File: src/rtl/loaduse_stall_unit.sv
module loaduse_stall_unit #(
  parameter int REG_W     = 5,
  parameter int CTRL_W    = 8,
  parameter int MEMRD_BIT = 0
) (
  input  logic              clk,
  input  logic              rst,
  input  logic [REG_W-1:0]  dec_src_a,
  input  logic [REG_W-1:0]  dec_src_b,
  input  logic [REG_W-1:0]  dec_dst,
  input  logic [CTRL_W-1:0] dec_ctrl,
  output logic [CTRL_W-1:0] ex_ctrl,
  output logic [REG_W-1:0]  ex_dst,
  output logic              stall_bubble,
  output logic              pc_we,
  output logic              ifid_we
);

  localparam logic [REG_W-1:0]  ZERO_REG  = '0;
  localparam logic [CTRL_W-1:0] NOP_CTRL  = '0;

  logic ex_is_load;
  logic hit_a, hit_b;

  assign ex_is_load   = ex_ctrl[MEMRD_BIT];
  assign hit_a        = (ex_dst == dec_src_a);
  assign hit_b        = (ex_dst == dec_src_b);
  assign stall_bubble = ex_is_load && (ex_dst != ZERO_REG) && (hit_a || hit_b);
  assign pc_we        = !stall_bubble;
  assign ifid_we      = !stall_bubble;

  always_ff @(posedge clk) begin
    if (rst)               ex_ctrl <= NOP_CTRL;
    else if (stall_bubble) ex_ctrl <= NOP_CTRL;
    else                   ex_ctrl <= dec_ctrl;
    ex_dst <= dec_dst;
  end

  AST_SINGLE_STALL: assert property (@(posedge clk) disable iff (rst)
    stall_bubble |=> !stall_bubble);
  AST_BUBBLE_ZEROES: assert property (@(posedge clk) disable iff (rst)
    stall_bubble |=> (ex_ctrl == NOP_CTRL));
  AST_PASS_THROUGH: assert property (@(posedge clk) disable iff (rst)
    !stall_bubble |=> (ex_ctrl == $past(dec_ctrl)));
  AST_NON_LOAD_FREE: assert property (@(posedge clk) disable iff (rst)
    !ex_ctrl[MEMRD_BIT] |-> !stall_bubble);
  AST_ZERO_REG_FREE: assert property (@(posedge clk) disable iff (rst)
    (ex_dst == ZERO_REG) |-> !stall_bubble);
  AST_FREEZE_BOTH: assert property (@(posedge clk) disable iff (rst)
    stall_bubble |-> (!pc_we && !ifid_we));
  AST_RESET_CLEARS: assert property (@(posedge clk)
    $past(rst) |-> (ex_ctrl == NOP_CTRL));

endmodule

File: config.mk
export PLATFORM = sky130hd
export DESIGN_NAME = loaduse_stall_unit
export DESIGN_NICKNAME = d
export VERILOG_FILES = /design/src/rtl/loaduse_stall_unit.sv
export SDC_FILE = /design/constraint.sdc
export NUM_CORES = 1
export LEC_CHECK = 0
export BUFFER_PORTS_ARGS = -buffer_cell sky130_fd_sc_hd__buf_4
export CAP_MARGIN = 20
export CORE_AREA = 4 4 48 50
export CTS_BUF_LIST = sky130_fd_sc_hd__clkbuf_4 sky130_fd_sc_hd__clkbuf_8
export DETAILED_ROUTE_END_ITERATION = 16
export DIE_AREA = 0 0 52 54
export GPL_ROUTABILITY_DRIVEN = 1
export GPL_TIMING_DRIVEN = 0
export HOLD_SLACK_MARGIN = 0.05
export SETUP_SLACK_MARGIN = 0.3
export SYNTH_ARGS = -nofsm -noshare
export SYNTH_HDL_FRONTEND = slang
export SYNTH_SLANG_ARGS = --single-unit
File: constraint.sdc
create_clock -name clk -period 1.9 [get_ports clk]
set_clock_uncertainty 0.2 [all_clocks]
set_input_delay 0.095 -clock clk [delete_from_list [all_inputs] [get_ports clk]]
set_output_delay 0.095 -clock clk [all_outputs]
set_load 0.01 [all_outputs]
# After elaboration in Yosys (flattened, before gate mapping)
# Cells that the tools add are included.
dict set report word_totals {
  reg_bits 13
  inputBits 25
  word_cells 10
}
dict set report op_classes {
  eq_ne 2
  n_reduce_logical 6
}
# cell n
set ops {}
lappend ops {{$eq A5 B5 Y1} 2}
lappend ops {{$reduce_bool A5 Y1} 1}
lappend ops {{$logic_and A1 B1 Y1} 2}
lappend ops {{$reduce_or A2 Y1} 1}
lappend ops {{$logic_not A1 Y1} 1}
lappend ops {{$logic_or A1 B1 Y1} 1}

# Depth between registers and ports, before layout
dict set report depth {
  ltp_word 4
  ltp_mapped 5
  mapped_depth_nobuf 4
}

# Worst setup path after synthesis
# No wires, ideal clock.
dict set report synth_path {
  path_type {register to output}
  start {register ex_dst[0]}
  end {output port pc_we}
  path_stages_with_launch 6
  t_arrival_ns 1.426
  path_buffers 2
  setup_slack_ns 0.179
  required_ns 1.605
  cell_sequence {dfxtp_1 -> or4_1 -> o21a_1 -> buf_6 -> nand2_1 -> buf_4}
}
dict set report synth_between {
  elab_chain_len 4
  elab_cells_between_ends 7
}
# element line
set synth_rtl {}
lappend synth_rtl {{from (decl)} 13} ;# output logic [REG_W-1:0] ex_dst,
lappend synth_rtl {{from (signal assigned)} 36} ;# ex_dst <= dec_dst;
lappend synth_rtl {{$eq A5 B5 Y1 (tied with other cells)} 26} ;# assign hit_a = (ex_dst == dec_src_a);
lappend synth_rtl {{$logic_or A1 B1 Y1 or $logic_and A1 B1 Y1 (tied branches)} 28} ;# assign stall_bubble = ex_is_load && (ex_dst != ZERO_REG) && (hit_a || hit_b);
lappend synth_rtl {{$logic_and A1 B1 Y1 (*)} 28}
lappend synth_rtl {{$logic_not A1 Y1 (*)} n/a}
lappend synth_rtl {{to (decl)} 15} ;# output logic pc_we,
# Mark *: on every way between the ends. The rest lies on a longest branch, timed or not.

# Worst setup path after layout
dict set report layout_path {
  start {register ex_dst[0]}
  end {output port stall_bubble}
}
dict set report layout_between {
  elab_chain_len 3
  elab_cells_between_ends 6
}
# element line
set layout_rtl {}
lappend layout_rtl {{$eq A5 B5 Y1 (tied with other cells)} 26}
lappend layout_rtl {{$logic_or A1 B1 Y1 or $logic_and A1 B1 Y1 (tied branches)} 28}
lappend layout_rtl {{$logic_and A1 B1 Y1 (*)} 28}
lappend layout_rtl {{to (decl)} 14} ;# output logic stall_bubble,
# Marks and branches as above.

==> results.sh <==
export IMPL_leakagePower_nw=0.516
export IMPL_power_total_mw=0.652
export IMPL_synth_area_um2=512
export IMPL_path_common_cell="buf_6"
export IMPL_fin_util_pct=61.6
export IMPL_gp_congestion=0.625
export IMPL_critical_path_cell_chain="or4_4 -> o21a_1 -> buf_6 -> and2_4 -> buf_6"
export IMPL_synth_top_area_share_pct=50.9
export IMPL_die_w_um=52
export IMPL_setup_ws_ns=-0.0915
export IMPL_mostFrequentLayoutCells="40 x buf_4, 21 x dlygate4sd3_1, 11 x dfxtp_1"
export IMPL_ys_types=12
export IMPL_tritoncts="built"
export IMPL_cp_endpoint="stall_bubble"
export IMPL_via_count=598
export IMPL_syn_area_per_cell_um2=10.2
export IMPL_cts_sinks=13
export IMPL_maxSlewHeadroom_pct=85.3
export IMPL_start_util_pct=26.9
export IMPL_required_ns=1.60
export IMPL_status="finished with violations"
export IMPL_dr_first_iter_drc_count=2
export IMPL_critPathLaunch="ex_dst[0]$_DFF_P_"
export IMPL_start_kind="flip-flop"
export IMPL_rsz0062_at_grt="true"
export IMPL_path_class="flip-flop to primary output"
export IMPL_p_sw_mw=0.154
export IMPL_cellPowerDensity_nw_per_um2=556
export IMPL_drc=0
export IMPL_clockRootBuffer="clkbuf_4"
export IMPL_ff2ff_setup_slack_ns=0.15
export IMPL_wirelength_um=1580
export IMPL_num_io_pins=41
export IMPL_wl_per_cell_um=10.9
export IMPL_antenna_found_initial=0
export IMPL_ant_nets=0
export IMPL_seq_power_share_pct=45.7
export IMPL_timing_rr_end="ex_ctrl[3]$_SDFF_PP0_"
export IMPL_drive_gt1_share_pct=51.7
export IMPL_yosysTopAreaCell="dfxtp_1"
export IMPL_max_stage_delay_ns=0.53
export IMPL_dp_cells=117
export IMPL_hold_path_class="primary input to flip-flop"
export IMPL_cp_num_buf_inv=2
export IMPL_core_um2=1900
export IMPL_overflow=0
export IMPL_tightest_slew_ns=0.221
export IMPL_clock_path_buffers=2
export IMPL_synthCells=50
export IMPL_syn_to_final_growth_pct=129
export IMPL_cts_inserted_buffers=3
export IMPL_r2r_cells=5
export IMPL_first_global_vias=590
export IMPL_cp_max_fo=4
export IMPL_synth_nets=75
export IMPL_synthTopCellsByArea="dfxtp_1 51%, xnor2_1 17%, nand2b_1 9.8%"
export IMPL_p_int_mw=0.498
export IMPL_p_sw_share_pct=23.6
export IMPL_viasPerCell=4.12
export IMPL_design_area_um2=1170
export IMPL_r2r_start="ex_dst[0]$_DFF_P_"
export IMPL_die_h_um=54
export IMPL_cp_depth=5
export IMPL_fin_crit_ns=1.99
export IMPL_synth_yosys_warnings=0
export IMPL_placed_area_um2=856
export IMPL_ir_drop_v=0.000344
export IMPL_drv_cap=0
export IMPL_insertion_delay_ns=0.27
export IMPL_grt_max_degree=11
export IMPL_max_freq_ghz=0.502
export IMPL_violations="setup timing"
export IMPL_track_usage_pct=12.3
export IMPL_finalCritPeriodShare_pct=105
export IMPL_pwr_share_comb_pct=27.1
export IMPL_slew_viol_final=0
export IMPL_num_rows=16
export IMPL_slowest_stage="or4_4"
export IMPL_ys_ff_latch=13
export IMPL_io_buffers=40
export IMPL_crit_path_end_kind="primary output"
export IMPL_grt_first_pass_wirelength_um=2570
export IMPL_diodes=0
export IMPL_arrival_ns=1.70
export IMPL_yosysSeqAreaShare_pct=50.9
export IMPL_fin_cells=145
export IMPL_hold_depth=6
export IMPL_final_setup_tns_ns=-0.163
export IMPL_finalHoldViolations=0
export IMPL_finalSetupViolations=2
export IMPL_die_area_um2=2810
export IMPL_mostFrequentLayoutCell="buf_4"
export IMPL_cpLargestDelayFamily="simple AND/OR/NAND/NOR gates"
export IMPL_fin_nets=144
export IMPL_first_pass_iters=2
export IMPL_power_frac_clock_pct=27.1
export IMPL_clkTransAtPathRegs_ns=0.07
export IMPL_htree_levels=1
## logic make-up after synthesis
| logic type | count (synthesis) | share of synthesized area, % |
|---|---|---|
| buffers and inverters | 2 | 3.67 |
| AOI/OAI and AO/OA | 10 | 11.7 |
| and+or+nand+nor | 15 | 16.6 |
| DFF | 13 | 50.9 |
| xor gates and xnor gates | 10 | 17.1 |
## repair_timing
action | CTS | global route
endpoints found under the setup margin | 7 | 11
resized for setup | 10 | 4
setup buffers | 1 | 2
pin swaps | 2 | 3
hold buffers | 21 | 0
endpoints found under the hold margin | 13 | 0
## flip-flops by register name, indices dropped and copies added (netlist names)
register / flops
ex_ctrl: 8
ex_dst: 5
## through the flow
| stage | hold WS (ns) | setup slack [ns] |
|---|---|---|
| final | 0.259 | -0.0915 |
| after detailed placement | 0.000766 | 0.132 |
| after global placement | -0.000559 | 0.138 |
| after floorplan | -0.0773 | 0.267 |
| after CTS | 0.166 | -0.139 |
| after global routing | 0.257 | -0.155 |
## power groups by stage
stage	clock network, mW	logic, mW	registers (mW)
after CTS	0.183	0.169	0.298
final	0.177	0.177	0.298
after global placement	0	0.123	0.305
after detailed placement	0	0.125	0.305
after global routing	0.200	0.192	0.301
after floorplan	0	0.0459	0.312
## cells in the mapped netlist
cell	n
nand2b_1	8
a21oi_1	8
xnor2_1	10
or4_1	1
buf_4	1
nand3_1	2
o21a_1	1
dfxtp_1	13
nand2_1	3
buf_6	1
and2_1	1
o22ai_2	1
## worst min path at each step
stage	from	end	slack, ns
floorplan	dec_dst[1]	ex_dst[1]$_DFF_P_	-0.08
global placement	dec_dst[0]	ex_dst[0]$_DFF_P_	-0.0006
detailed placement	dec_dst[4]	ex_dst[4]$_DFF_P_	0.0008
CTS	dec_src_b[2]	ex_ctrl[2]$_SDFF_PP0_	0.17
global route	dec_dst[0]	ex_dst[0]$_DFF_P_	0.26
finish	dec_src_a[1]	ex_ctrl[4]$_SDFF_PP0_	0.26
## metal layers
layer  global-route usage [%]  part of all wire, %  vias up
met4                     7.86                 0.44        0
met1                     13.7                   39      265
met5                        0                    0        -
met3                     1.66                  8.4        2
met2                     22.0                   53       31
li1                         -                    -      300
## worst min-delay path: cells and delay by family
family                 cells  cell delay (ns)
buffers and inverters      2             0.24
AO/OA/AOI/OAI              2             0.19
AND/OR/NAND/NOR            1             0.10
XOR/XNOR                   1             0.06
## final cells by class
| class | count | area (µm²) |
|---|---|---|
| plain buffers | 2 | 22.5 |
| clock buffers | 4 | 30.0 |
| fillers | 174 | 729 |
| multi-input cells | 35 | 277 |
| flip-flops and latches | 13 | 265 |
| well taps | 27 | 33.8 |
| repair buffers | 64 | 544 |
Note: power is estimated with default switching activity, not from simulation.
